## src/rtl/outen_seq_pkg.sv

```systemverilog
package outen_seq_pkg;
  typedef enum logic [1:0] {K_RST = 2'd0, K_SUP = 2'd1, K_CTL = 2'd2, K_DAT = 2'd3} kind_e;
  typedef enum logic [2:0] {OP_RESET, OP_SUPPLY, OP_CTL_OFF, OP_DATA, OP_SETTLE, OP_CTL_ON, OP_ZERO} op_e;
  typedef enum logic [1:0] {ST_IDLE, ST_GAP, ST_ISSUE, ST_SETTLE} st_e;
  localparam int B_SUP = 4;
  localparam int B_INT = 5;
  localparam int B_OUT = 6;
endpackage

```

## src/rtl/outen_seq_step.sv

```systemverilog
module outen_seq_step
  import outen_seq_pkg::*;
(
  input  op_e  op,
  input  logic chg_mode,
  input  logic last_ch,
  output op_e  nxt,
  output logic ch_inc,
  output logic last
);
  always_comb begin
    nxt    = op;
    ch_inc = 1'b0;
    last   = 1'b0;
    case (op)
      OP_RESET:   nxt = OP_SUPPLY;
      OP_SUPPLY:  nxt = OP_CTL_OFF;
      OP_ZERO:    nxt = OP_CTL_OFF;
      OP_CTL_OFF: nxt = OP_DATA;
      OP_DATA:    nxt = OP_SETTLE;
      OP_CTL_ON: begin
        if (chg_mode || last_ch) last = 1'b1;
        else begin
          nxt    = OP_CTL_OFF;
          ch_inc = 1'b1;
        end
      end
      default:    nxt = op;
    endcase
  end
endmodule

```

## src/rtl/outen_seq_fmt.sv

```systemverilog
module outen_seq_fmt
  import outen_seq_pkg::*;
#(
  parameter int CH_W   = 2,
  parameter int DATA_W = 16,
  parameter int RNG_W  = 3,
  parameter logic [DATA_W-1:0] RESET_KEY  = 16'h0001,
  parameter logic [DATA_W-1:0] SUPPLY_CFG = 16'h0257
) (
  input  op_e               op,
  input  logic [CH_W-1:0]   chan,
  input  logic [RNG_W-1:0]  rng,
  input  logic [DATA_W-1:0] code,
  output logic [CH_W+1:0]   addr,
  output logic [DATA_W-1:0] data
);
  kind_e kind;
  logic [CH_W-1:0] ch;

  always_comb begin
    kind = K_DAT;
    ch   = chan;
    data = code;
    case (op)
      OP_RESET: begin
        kind = K_RST;
        ch   = '0;
        data = RESET_KEY;
      end
      OP_SUPPLY: begin
        kind = K_SUP;
        ch   = '0;
        data = SUPPLY_CFG;
      end
      OP_CTL_OFF, OP_CTL_ON: begin
        kind = K_CTL;
        data = '0;
        data[RNG_W-1:0] = rng;
        data[B_SUP] = 1'b1;
        data[B_INT] = 1'b1;
        data[B_OUT] = (op == OP_CTL_ON);
      end
      OP_ZERO: begin
        data = '0;
        data[DATA_W-1] = rng[RNG_W-1];
      end
      default: data = code;
    endcase
    addr = {kind, ch};
  end
endmodule

```

## src/rtl/outen_seq_timer.sv

```systemverilog
module outen_seq_timer #(
  parameter int CLK_MHZ   = 100,
  parameter int SETTLE_US = 200
) (
  input  logic clk,
  input  logic rst,
  input  logic go,
  output logic expired
);
  localparam int PW = $clog2(CLK_MHZ + 1);
  localparam int UW = $clog2(SETTLE_US + 1);

  logic [PW-1:0] pre;
  logic [UW-1:0] us;

  always_ff @(posedge clk) begin
    if (rst) begin
      pre <= '0;
      us  <= '0;
    end else if (go) begin
      pre <= PW'(CLK_MHZ - 1);
      us  <= UW'(SETTLE_US);
    end else if (us != '0) begin
      if (pre == '0) begin
        pre <= PW'(CLK_MHZ - 1);
        us  <= us - 1'b1;
      end else begin
        pre <= pre - 1'b1;
      end
    end
  end

  assign expired = (us == '0);
endmodule

```

## src/rtl/outen_seq.sv

```systemverilog
module outen_seq
  import outen_seq_pkg::*;
#(
  parameter int CLK_MHZ   = 100,
  parameter int SETTLE_US = 200,
  parameter int NCH       = 4,
  parameter int DATA_W    = 16,
  parameter int RNG_W     = 3,
  parameter logic [DATA_W-1:0] RESET_KEY  = 16'h0001,
  parameter logic [DATA_W-1:0] SUPPLY_CFG = 16'h0257,
  localparam int CH_W   = (NCH > 1) ? $clog2(NCH) : 1,
  localparam int ADDR_W = CH_W + 2
) (
  input  logic              clk,
  input  logic              rst,
  input  logic              start_req,
  input  logic [RNG_W-1:0]  init_range,
  input  logic [DATA_W-1:0] init_code,
  input  logic              chg_req,
  input  logic [CH_W-1:0]   chg_chan,
  input  logic [RNG_W-1:0]  chg_range,
  input  logic [DATA_W-1:0] chg_code,
  output logic              wr_req,
  output logic [ADDR_W-1:0] wr_addr,
  output logic [DATA_W-1:0] wr_data,
  input  logic              wr_ack,
  output logic              busy,
  output logic              done,
  output logic              err
);
  st_e               st;
  op_e               op;
  op_e               nxt;
  logic              chg_mode;
  logic              up;
  logic [CH_W-1:0]   chan;
  logic [RNG_W-1:0]  rng;
  logic [DATA_W-1:0] code;
  logic              ch_inc, last, expired, tmr_go;
  logic [ADDR_W-1:0] f_addr;
  logic [DATA_W-1:0] f_data;

  outen_seq_step u_step (
    .op(op), .chg_mode(chg_mode), .last_ch(chan == CH_W'(NCH - 1)),
    .nxt(nxt), .ch_inc(ch_inc), .last(last)
  );

  outen_seq_fmt #(
    .CH_W(CH_W), .DATA_W(DATA_W), .RNG_W(RNG_W),
    .RESET_KEY(RESET_KEY), .SUPPLY_CFG(SUPPLY_CFG)
  ) u_fmt (
    .op(op), .chan(chan), .rng(rng), .code(code), .addr(f_addr), .data(f_data)
  );

  assign tmr_go = (st == ST_ISSUE) && wr_ack && !last && (nxt == OP_SETTLE);

  outen_seq_timer #(.CLK_MHZ(CLK_MHZ), .SETTLE_US(SETTLE_US)) u_tmr (
    .clk(clk), .rst(rst), .go(tmr_go), .expired(expired)
  );

  always_ff @(posedge clk) begin
    if (rst) begin
      st       <= ST_IDLE;
      op       <= OP_RESET;
      chg_mode <= 1'b0;
      up       <= 1'b0;
      chan     <= '0;
      rng      <= '0;
      code     <= '0;
      wr_req   <= 1'b0;
      wr_addr  <= '0;
      wr_data  <= '0;
      busy     <= 1'b0;
      done     <= 1'b0;
      err      <= 1'b0;
    end else begin
      done <= 1'b0;
      err  <= 1'b0;
      case (st)
        ST_IDLE: begin
          if (start_req) begin
            chg_mode <= 1'b0;
            op       <= OP_RESET;
            chan     <= '0;
            rng      <= init_range;
            code     <= init_code;
            busy     <= 1'b1;
            st       <= ST_GAP;
            if (chg_req) err <= 1'b1;
          end else if (chg_req) begin
            if (up) begin
              chg_mode <= 1'b1;
              op       <= OP_ZERO;
              chan     <= chg_chan;
              rng      <= chg_range;
              code     <= chg_code;
              busy     <= 1'b1;
              st       <= ST_GAP;
            end else begin
              err <= 1'b1;
            end
          end
        end
        ST_GAP: begin
          wr_req  <= 1'b1;
          wr_addr <= f_addr;
          wr_data <= f_data;
          st      <= ST_ISSUE;
        end
        ST_ISSUE: begin
          if (wr_ack) begin
            wr_req <= 1'b0;
            if (last) begin
              busy <= 1'b0;
              done <= 1'b1;
              st   <= ST_IDLE;
              if (!chg_mode) up <= 1'b1;
            end else if (nxt == OP_SETTLE) begin
              op <= OP_SETTLE;
              st <= ST_SETTLE;
            end else begin
              op   <= nxt;
              chan <= chan + CH_W'(ch_inc);
              st   <= ST_GAP;
            end
          end
        end
        ST_SETTLE: begin
          if (expired) begin
            op <= OP_CTL_ON;
            st <= ST_GAP;
          end
        end
        default: st <= ST_IDLE;
      endcase
      if (st != ST_IDLE && (start_req || chg_req)) err <= 1'b1;
    end
  end
endmodule

```

## config.mk

```make
export PLATFORM = sky130hd
export DESIGN_NAME = outen_seq
export DESIGN_NICKNAME = d
export VERILOG_FILES = /design/src/rtl/outen_seq_pkg.sv /design/src/rtl/outen_seq_step.sv /design/src/rtl/outen_seq_fmt.sv /design/src/rtl/outen_seq_timer.sv /design/src/rtl/outen_seq.sv
export SDC_FILE = /design/constraint.sdc
export NUM_CORES = 1
export LEC_CHECK = 0
export BUFFER_PORTS_ARGS = -buffer_cell sky130_fd_sc_hd__buf_4
export CORE_ASPECT_RATIO = 0.7
export CORE_MARGIN = 2
export CORE_UTILIZATION = 50
export CTS_CLUSTER_DIAMETER = 40
export DETAILED_ROUTE_END_ITERATION = 16
export GPL_ROUTABILITY_DRIVEN = 1
export HOLD_SLACK_MARGIN = 0.12
export PLACE_DENSITY = 0.86
export SYNTH_ARGS = -nofsm -noshare
export SYNTH_HDL_FRONTEND = slang
export SYNTH_HIERARCHICAL = 1
export SYNTH_SLANG_ARGS = --single-unit
```

## constraint.sdc

```tcl
create_clock -name clk -period 2.4 [get_ports clk]
set_clock_uncertainty 0.2 [all_clocks]
set_input_delay 0.12 -clock clk [delete_from_list [all_inputs] [get_ports clk]]
set_output_delay 0.12 -clock clk [all_outputs]
set_load 0.005 [all_outputs]
```

==> results of run 1 <==
## routing by layer
layer	global-route usage	share of wire
met5	0	0
met4	0.101	0.023
met3	0.0742	0.084
met2	0.426	0.46
met1	0.359	0.43
## cells by family after synthesis
kind of cell    synth area share
mux                        0.119
xor+xnor                 0.00761
fa+ha+maj                 0.0290
buf+inv                   0.0500
compound gates             0.199
simple gates               0.207
flops                      0.389
## worst reg2reg max path, stage by stage, from the launching register on
cell	delay, ns
sky130_fd_sc_hd__dfxtp_1	0.31
sky130_fd_sc_hd__inv_1	0.09
sky130_fd_sc_hd__ha_1	0.16
sky130_fd_sc_hd__or3b_4	0.41
sky130_fd_sc_hd__or4_4	0.46
sky130_fd_sc_hd__or4_4	0.49
sky130_fd_sc_hd__a31oi_2	0.13
## worst paths after layout
path / startpoint / to / depth (start not counted)
worst min-delay path: u_tmr/us[0]$_SDFFE_PP0P_ / u_tmr/us[0]$_SDFFE_PP0P_ / 2
worst max register to register: u_tmr/pre[0]$_SDFFE_PP0P_ / u_tmr/us[3]$_SDFFE_PP0P_ / 6
worst max-delay path: u_tmr/pre[0]$_SDFFE_PP0P_ / u_tmr/us[3]$_SDFFE_PP0P_ / 6
worst min register to register: u_tmr/us[0]$_SDFFE_PP0P_ / u_tmr/us[0]$_SDFFE_PP0P_ / 2
## power groups by stage
| stage | sequential, mW | clock (mW) | combinational [mW] |
|---|---|---|---|
| after floorplan | 1.37 | 0 | 0.901 |
| after global placement | 1.40 | 0 | 1.24 |
| after detailed placement | 1.41 | 0 | 1.28 |
| after CTS | 1.39 | 0.803 | 1.36 |
| after global routing | 1.42 | 0.860 | 1.63 |
| final | 1.41 | 0.804 | 1.49 |
## final cells by class
class,instances,share of cell area
sequential,67,0.282
timing repair buffer,130,0.229
multi-input combinational,289,0.419
clock buffer,9,0.0260
inverter,16,0.0126
clock inverter,6,0.00710
tap,94,0.0247
## cell usage in the layout, fill, tap and decap left out, types with 3 or more instances in the layout
cell type                       synthesis  final
sky130_fd_sc_hd__buf_4                  1     84
sky130_fd_sc_hd__dfxtp_1               67     67
sky130_fd_sc_hd__nor2_1                60     59
sky130_fd_sc_hd__dlygate4sd3_1          0     46
sky130_fd_sc_hd__mux2i_1               41     41
sky130_fd_sc_hd__a211oi_1              25     25
sky130_fd_sc_hd__a21oi_1               24     24
sky130_fd_sc_hd__inv_1                 14     14
sky130_fd_sc_hd__nand2_1               14     14
sky130_fd_sc_hd__nor2b_1               14     13
sky130_fd_sc_hd__o21ai_0               13     13
sky130_fd_sc_hd__nor3_1                12     12
sky130_fd_sc_hd__clkbuf_8               0      9
sky130_fd_sc_hd__ha_1                   8      7
sky130_fd_sc_hd__nand2b_1               5      5
sky130_fd_sc_hd__clkinv_2               0      5
sky130_fd_sc_hd__o31ai_1                4      3
sky130_fd_sc_hd__nor4_1                 3      3
sky130_fd_sc_hd__a31oi_1                4      3
sky130_fd_sc_hd__nand3_1                3      3
sky130_fd_sc_hd__o41ai_1                3      3
sky130_fd_sc_hd__or3_1                  3      3
sky130_fd_sc_hd__a311oi_1               3      3
## timing repair
action | CTS | global route
hold buffers | 46 | 0
setup buffers | 0 | 1
endpoints found under the setup margin | 0 | 14
endpoints found under the hold margin | 50 | 0
resized for setup | 0 | 10
## registers in the layout, indices dropped and copies added (netlist names), 2 cells and up
| name | count |
|---|---|
| u_tmr/pre | 7 |
| wr_addr | 4 |
| st | 2 |
| op | 3 |
| wr_data | 16 |
| code | 16 |
| chan | 2 |
| u_tmr/us | 8 |
| rng | 3 |
==> tab_implementation.tex, run 1 <==
\begin{tabular}{lr}
\hline
Metric & Value \\
\hline
\multicolumn{2}{l}{\textbf{Worst setup path}} \\
Setup CP Type & flip-flop to flip-flop \\
Capturing element type of the critical path & flip-flop \\
Most Frequent Cell on Critical Path & sky130\_fd\_sc\_hd\_\_or4\_4 \\
Largest stage delay on the critical path & between 0.4 and 0.5 ns \\
Endpoint arrival time on the critical path & 2.41 ns \\
Worst path required time & 2.48 ns \\
Dominant delay contributor by cell family on the critical path & simple AND/OR/NAND/NOR gates \\
Critical path peak fanout & 5 \\
Crit-path slowest cell & sky130\_fd\_sc\_hd\_\_or4\_4 \\
Cell chain of the critical path & inv\_1 > ha\_1 > or3b\_4 > or4\_4 > or4\_4 > a31oi\_2 \\
Sum of buffers and inverters on the critical path & 1 \\
Setup crit start kind & flip-flop \\
Internal reg-to-reg setup slack & 0.07 ns \\
\multicolumn{2}{l}{\textbf{Clock tree}} \\
Clock latency reported for the late side of the worst-skew pair & 0.36 ns \\
Clock root cell & sky130\_fd\_sc\_hd\_\_clkbuf\_8 \\
H-tree levels & 3 \\
Clock edge transition at the registers on the reported setup and hold paths & 0.08 ns \\
CTS tree & built \\
Clock sink count & 67 \\
Total clock buffers created by CTS & 9 \\
Maximum root-to-sink buffer count & 2 \\
\multicolumn{2}{l}{\textbf{Die}} \\
Count of pins on the block boundary & 69 \\
DIE WIDTH & 103 um \\
Area of the die & between 7000 and 8000 um\^{}2 \\
Standard-cell rows & 25 \\
Core area & 6730 um\^{}2 \\
Die outline height & between 70 and 80 um \\
Initial Utilization & 0.513 \\
\multicolumn{2}{l}{\textbf{Routing}} \\
Drt total wl & 9.93 mm \\
DR iter-0 viols & 356 \\
Vias per cell & 5.71 \\
DRC violation count after routing & 0 \\
Routed via count & around 3,500 \\
Average wire per standard cell & 16.3 um \\
Detailed Routing Iterations Pass 1 & 5 \\
Antenna Violating Nets Remaining & 0 \\
\multicolumn{2}{l}{\textbf{Power and ir drop}} \\
Switching Fraction & 0.373 \\
Proportion of power drawn by combinational gates & 0.402 \\
Clock network fraction of design power & 0.218 \\
Leakage power summed over all cells & 2.00 nW \\
Sequential group share of total power & 0.380 \\
Int Pwr & 2.32 mW \\
Power per unit of standard cell area & between 700 and 800 nW/um\^{}2 \\
IR drop worst, VDD & 0.497 mV \\
Net switching power & between 1 and 1.5 mW \\
Total power & 3.69 mW \\
\multicolumn{2}{l}{\textbf{Synth}} \\
Top post-synthesis cells by count & 67 x sky130\_fd\_sc\_hd\_\_dfxtp\_1, 60 x sky130\_fd\_sc\_hd\_\_nor2\_1, 41 x sky130\_fd\_sc\_hd\_\_mux2i\_1, 25 x sky130\_fd\_sc\_hd\_\_a211oi\_1, 24 x sky130\_fd\_sc\_hd\_\_a21oi\_1 \\
Warnings, synthesis & 6 \\
Cell area after synthesis & 3450 um\^{}2 \\
Most instantiated flip-flop cell in the synthesis netlist & sky130\_fd\_sc\_hd\_\_dfxtp\_1 \\
Synth Area per Inst & 8.74 um\^{}2 \\
Most frequent cell after synthesis & sky130\_fd\_sc\_hd\_\_dfxtp\_1 \\
Cell types with the largest area share after synthesis & sky130\_fd\_sc\_hd\_\_dfxtp\_1 39\%, sky130\_fd\_sc\_hd\_\_mux2i\_1 12\%, sky130\_fd\_sc\_hd\_\_nor2\_1 6.5\% \\
Synthesized Nets & 448 \\
Number of enable-type register cells in the synthesized netlist & 0 \\
Area share of the largest cell type after synthesis & 0.389 \\
Post-synth top area cell & sky130\_fd\_sc\_hd\_\_dfxtp\_1 \\
Post-synthesis instance total & 395 \\
Share of the yosys chip area belonging to registers & 0.389 \\
Async SR Flop Fraction & 0 \\
Yosys cell types & 64 \\
\#FFs+latches synth & 67 \\
\multicolumn{2}{l}{\textbf{Final layout}} \\
Signed area change from the synthesized netlist to the final layout & 37.9\% \\
Area of all placed cells without fillers & 4760 um\^{}2 \\
Area of the multi-input gates & 1990 um\^{}2 \\
Ant. Diodes & 0 \\
Non-filler instance count after layout & between 600 and 700 \\
Share of cells above drive strength 1 & 0.234 \\
Register area & 1340 um\^{}2 \\
Finished Core Util & 0.708 \\
Net count reported at finish & 566 \\
Number of filler instances in the final layout & 479 \\
\multicolumn{2}{l}{\textbf{Timing}} \\
F\_max & 429 MHz \\
Period utilisation layout & 0.971 \\
Slew @ Worst Pin & 0.890 ns \\
Total negative setup slack & 0 ns \\
Count of final setup violators & 0 \\
Final-report hold violation count & 0 \\
Relative slew slack & 0.407 \\
Setup ws final & slightly below 0.07 ns \\
RSZ-0062 raised after global routing & true \\
Clock period minus worst slack & 2.33 ns \\
Max Transition Viols Final & 0 \\
Worst hold margin & 0.288 ns \\
\multicolumn{2}{l}{\textbf{Place}} \\
Inst Count DP & around 550 \\
RD Place Congestion & 0.823 \\
Port buffer count & 68 \\
Post-DP HPWL & 6.27 mm \\
Area after detailed placement & 4090 um\^{}2 \\
DP Worst Slack & 0.0380 ns \\
\multicolumn{2}{l}{\textbf{Global routing}} \\
Wire length of the first global-routing pass & 15.6 mm \\
Global route overflow & 0 \\
Antenna violations before repair & 0 \\
Maximum number of pins on one net before global-route repair & 61 \\
Overall fraction of global-route tracks in use & 0.272 \\
Number of global-route vias before repair & 3,191 \\
\multicolumn{2}{l}{\textbf{Outcome}} \\
Outcome & finished clean \\
\multicolumn{2}{l}{\textbf{Job}} \\
Max cap viols & 0 \\
\multicolumn{2}{l}{\textbf{Worst hold path}} \\
Hold WC Path Type & flip-flop to flip-flop \\
\hline
\end{tabular}
Note: power is estimated with default switching activity, not from simulation.
==> run 2: changes to the inputs <==
- CORE_UTILIZATION: 50 -> 49
- PLACE_DENSITY: 0.86 -> 0.85
- SYNTH_HIERARCHICAL: 1 -> default
==> run 2 against run 1 <==
Against the previous run:
- maximum frequency increased by 6.9%
- die area is 0.27% lower
- design area shrank 3.0%
==> tab_implementation.tex, run 2 <==
\begin{tabular}{lr}
\hline
Metric & Value \\
\hline
\multicolumn{2}{l}{\textbf{Synth}} \\
Warnings, synthesis & 0 (-6) \\
\#FFs+latches synth & 67 (unchanged) \\
Share of the yosys chip area belonging to registers & 0.398 (+0.00908) \\
Cell types with the largest area share after synthesis & sky130\_fd\_sc\_hd\_\_dfxtp\_1 40\%, sky130\_fd\_sc\_hd\_\_mux2i\_1 6.5\%, sky130\_fd\_sc\_hd\_\_a211oi\_1 6.2\% \\
Post-synth top area cell & sky130\_fd\_sc\_hd\_\_dfxtp\_1 \\
Post-synthesis instance total & 401 (+1.5\%) \\
Synth Area per Inst & 8.41 um\^{}2 (-3.7\%) \\
Async SR Flop Fraction & 0 (unchanged) \\
Most instantiated flip-flop cell in the synthesis netlist & sky130\_fd\_sc\_hd\_\_dfxtp\_1 \\
Number of enable-type register cells in the synthesized netlist & 0 (unchanged) \\
Top post-synthesis cells by count & 67 x sky130\_fd\_sc\_hd\_\_dfxtp\_1, 49 x sky130\_fd\_sc\_hd\_\_nor2\_1, 37 x sky130\_fd\_sc\_hd\_\_a21oi\_1, 28 x sky130\_fd\_sc\_hd\_\_a211oi\_1, 28 x sky130\_fd\_sc\_hd\_\_clkbuf\_1 \\
Cell area after synthesis & 3370 um\^{}2 (-2.3\%) \\
Area share of the largest cell type after synthesis & 0.398 (+0.00908) \\
Most frequent cell after synthesis & sky130\_fd\_sc\_hd\_\_dfxtp\_1 \\
Yosys cell types & 47 (-27\%) \\
Synthesized Nets & 454 (+1.3\%) \\
\multicolumn{2}{l}{\textbf{Worst setup path}} \\
Largest stage delay on the critical path & 0.55 ns (+0.06 ns) \\
Crit-path slowest cell & sky130\_fd\_sc\_hd\_\_or3b\_2 \\
Most Frequent Cell on Critical Path & sky130\_fd\_sc\_hd\_\_o21ai\_0 \\
Dominant delay contributor by cell family on the critical path & compound AO/OA/AOI/OAI gates \\
Endpoint arrival time on the critical path & 2.26 ns (-0.15 ns) \\
Critical path peak fanout & 9 (+4) \\
Setup crit start kind & flip-flop \\
Sum of buffers and inverters on the critical path & 1 (unchanged) \\
Cell chain of the critical path & inv\_1 > ha\_1 > or3b\_2 > o21ai\_0 > o21ai\_0 > a31oi\_1 \\
Capturing element type of the critical path & flip-flop \\
Setup CP Type & flip-flop to flip-flop \\
Worst path required time & 2.48 ns (about the same) \\
Internal reg-to-reg setup slack & 0.22 ns (+0.15 ns) \\
\multicolumn{2}{l}{\textbf{Final layout}} \\
Area of all placed cells without fillers & 4620 um\^{}2 (-3.0\%) \\
Signed area change from the synthesized netlist to the final layout & 36.9\% \\
Ant. Diodes & 0 (unchanged) \\
Net count reported at finish & 553 (-2.3\%) \\
Non-filler instance count after layout & 599 (-2.0\%) \\
Most frequent standard cell in the layout excluding fill and tap cells & sky130\_fd\_sc\_hd\_\_buf\_4 \\
Largest registers & code x16, wr\_data x16, u\_tmr.us x8 \\
Most frequent cells in the layout & 76 x sky130\_fd\_sc\_hd\_\_buf\_4, 67 x sky130\_fd\_sc\_hd\_\_dfxtp\_1, 49 x sky130\_fd\_sc\_hd\_\_nor2\_1, 43 x sky130\_fd\_sc\_hd\_\_dlygate4sd3\_1, 37 x sky130\_fd\_sc\_hd\_\_a21oi\_1 \\
Number of filler instances in the final layout & 525 (+9.6\%) \\
Share of cells above drive strength 1 & 0.208 (-0.0261) \\
\multicolumn{2}{l}{\textbf{Routing}} \\
Detailed Routing Iterations Pass 1 & 5 (unchanged) \\
Drt total wl & 9.29 mm (-6.4\%) \\
DR iter-0 viols & 290 (-19\%) \\
Routed via count & 3,424 (-1.8\%) \\
Vias per cell & 5.72 (+0.19\%) \\
DRC violation count after routing & 0 (unchanged) \\
Average wire per standard cell & 15.5 um (-4.6\%) \\
Antenna Violating Nets Remaining & 0 (unchanged) \\
\multicolumn{2}{l}{\textbf{Place}} \\
Post-DP HPWL & 6.05 mm (-3.5\%) \\
Port buffer count & 68 (unchanged) \\
Inst Count DP & 540 (-1.6\%) \\
RD Place Congestion & 0.866 (+5.3\%) \\
Area after detailed placement & 3940 um\^{}2 (-3.6\%) \\
\multicolumn{2}{l}{\textbf{Global routing}} \\
Met1 track demand over resource & 0.345 (-0.0131) \\
Met2 track utilization from global routing & 0.422 (-0.00433) \\
GR peak layer & met2 \\
Global Route met3 Usage & 0.0647 (-0.00951) \\
Number of global-route vias before repair & 3,266 (+2.4\%) \\
Wire length of the first global-routing pass & 15.4 mm (-1.4\%) \\
Maximum number of pins on one net before global-route repair & 59 (-3.3\%) \\
Overall fraction of global-route tracks in use & 0.261 (-0.0109) \\
Global route overflow & 0 (unchanged) \\
Antenna violations before repair & 0 (unchanged) \\
\multicolumn{2}{l}{\textbf{Timing}} \\
Slew @ Worst Pin & 0.654 ns (-0.236 ns) \\
F\_max & 459 MHz (+6.9\%) \\
RSZ-0062 raised after global routing & false \\
Relative slew slack & 0.564 (+0.157) \\
Total negative setup slack & 0 ns (unchanged) \\
Count of final setup violators & 0 (unchanged) \\
Clock period minus worst slack & 2.18 ns (-0.150 ns) \\
Final-report hold violation count & 0 (unchanged) \\
Period utilisation layout & 0.909 (-0.0626) \\
Max Transition Viols Final & 0 (unchanged) \\
\multicolumn{2}{l}{\textbf{Clock tree}} \\
Clock edge transition at the registers on the reported setup and hold paths & 0.07 ns (about the same) \\
Clock root cell & sky130\_fd\_sc\_hd\_\_clkbuf\_8 \\
CTS tree & built \\
Number of hold-repair buffers added at the cts stage & 43 (-6.5\%) \\
Resized cells post-CTS & 0 (unchanged) \\
Setup bufs post-CTS & 0 (unchanged) \\
Clock sink count & 67 (unchanged) \\
Total clock buffers created by CTS & 9 (unchanged) \\
Clock latency reported for the late side of the worst-skew pair & 0.35 ns (about the same) \\
Maximum root-to-sink buffer count & 2 (unchanged) \\
H-tree levels & 3 (unchanged) \\
\multicolumn{2}{l}{\textbf{Die}} \\
Standard-cell rows & 25 (unchanged) \\
Count of pins on the block boundary & 69 (unchanged) \\
Area of the die & 7570 um\^{}2 (-0.27\%) \\
Die outline height & 73.4 um (-0.14\%) \\
DIE WIDTH & 103 um (-0.14\%) \\
Initial Utilization & 0.504 (-0.00938) \\
Core area & 6690 um\^{}2 (-0.47\%) \\
\multicolumn{2}{l}{\textbf{Power and ir drop}} \\
IR drop worst, VDD & 0.387 mV (-22\%) \\
Leakage power summed over all cells & 1.94 nW (-3.2\%) \\
Power per unit of standard cell area & 861 nW/um\^{}2 (+11\%) \\
Total power & 3.98 mW (+7.6\%) \\
\multicolumn{2}{l}{\textbf{Job}} \\
Max cap viols & 0 (unchanged) \\
\multicolumn{2}{l}{\textbf{Outcome}} \\
Outcome & finished clean \\
\multicolumn{2}{l}{\textbf{Worst hold path}} \\
Hold WC Path Type & input pin to flip-flop \\
\hline
\end{tabular}
-- run 2: cell types whose count changed in the layout (fill, tap and decap cells not counted), moves of 4 or more --
cell / before / now
sky130_fd_sc_hd__mux2i_1: 41 / 22
sky130_fd_sc_hd__a21oi_1: 24 / 37
sky130_fd_sc_hd__nor2_1: 59 / 49
sky130_fd_sc_hd__buf_4: 84 / 76
sky130_fd_sc_hd__a21o_1: 1 / 8
sky130_fd_sc_hd__nor3_1: 12 / 5
sky130_fd_sc_hd__nand2_1: 14 / 20
sky130_fd_sc_hd__clkinv_2: 5 / 0
sky130_fd_sc_hd__o2111ai_1: 0 / 5
sky130_fd_sc_hd__o21ai_0: 13 / 18
sky130_fd_sc_hd__a31oi_1: 3 / 7
sky130_fd_sc_hd__clkbuf_8: 9 / 13
-- run 2: area by class of cell --
cell class / count / area [um^2] / share of cell area
Clock inverter: 3 / 67.6 / 0.0146
Sequential cell: 67 / 1340 / 0.291
Tap cell: 94 / 118 / 0.0255
Clock buffer: 13 / 179 / 0.0388
Multi-Input combinational cell: 291 / 1870 / 0.404
Timing Repair Buffer: 119 / 1000 / 0.217
Inverter: 12 / 45.0 / 0.00976
-- run 2: worst paths after layout --
path                                  from                        end  cells past startpoint
hold reg to reg    wr_addr[1]$_SDFFE_PP0P_    wr_addr[1]$_SDFFE_PP0P_                      2
setup reg to reg  u_tmr.us[0]$_SDFFE_PP0P_  u_tmr.pre[6]$_SDFFE_PP0P_                      6
setup / recovery  u_tmr.us[0]$_SDFFE_PP0P_  u_tmr.pre[6]$_SDFFE_PP0P_                      6
hold / removal                   start_req      chg_mode$_SDFFE_PP0P_                      3
-- run 2: power by group --
part	switching, mW	internal (mW)
Clock	0.426	0.699
Sequential	0.160	1.28
Combinational	0.780	0.630
Total	1.37	2.61
-- run 2: metal layers --
layer | share of wire | routed length, um
met1 | 0.43 | 4020
met2 | 0.47 | 4380
met3 | 0.079 | 736
met4 | 0.016 | 149
met5 | 0 | 0
-- run 2: stage by stage --
step	util	hold WS (ns)	setup WS, ns
floorplan	-	0.0899	0.403
global placement	0.589	0.222	0.361
detailed placement	0.589	0.214	0.284
CTS	0.690	0.177	0.250
global route	0.690	0.208	0.0691
finish	0.690	0.192	0.219
-- run 2: cell families after synthesis --
| group | share of synthesized area |
|---|---|
| XOR/XNOR | 0.00260 |
| AND/OR/NAND/NOR | 0.194 |
| adder cells (fa/ha/maj) | 0.0297 |
| flip-flops | 0.398 |
| AO/OA/AOI/OAI | 0.261 |
| buffers and inverters | 0.0501 |
| multiplexers | 0.0653 |
-- run 2: worst register-to-register path: stages, from the launching register on --
cell and delay, ns:
sky130_fd_sc_hd__dfxtp_1 0.33, sky130_fd_sc_hd__inv_1 0.07, sky130_fd_sc_hd__ha_1 0.19, sky130_fd_sc_hd__or3b_2 0.55
sky130_fd_sc_hd__o21ai_0 0.46, sky130_fd_sc_hd__o21ai_0 0.15, sky130_fd_sc_hd__a31oi_1 0.16
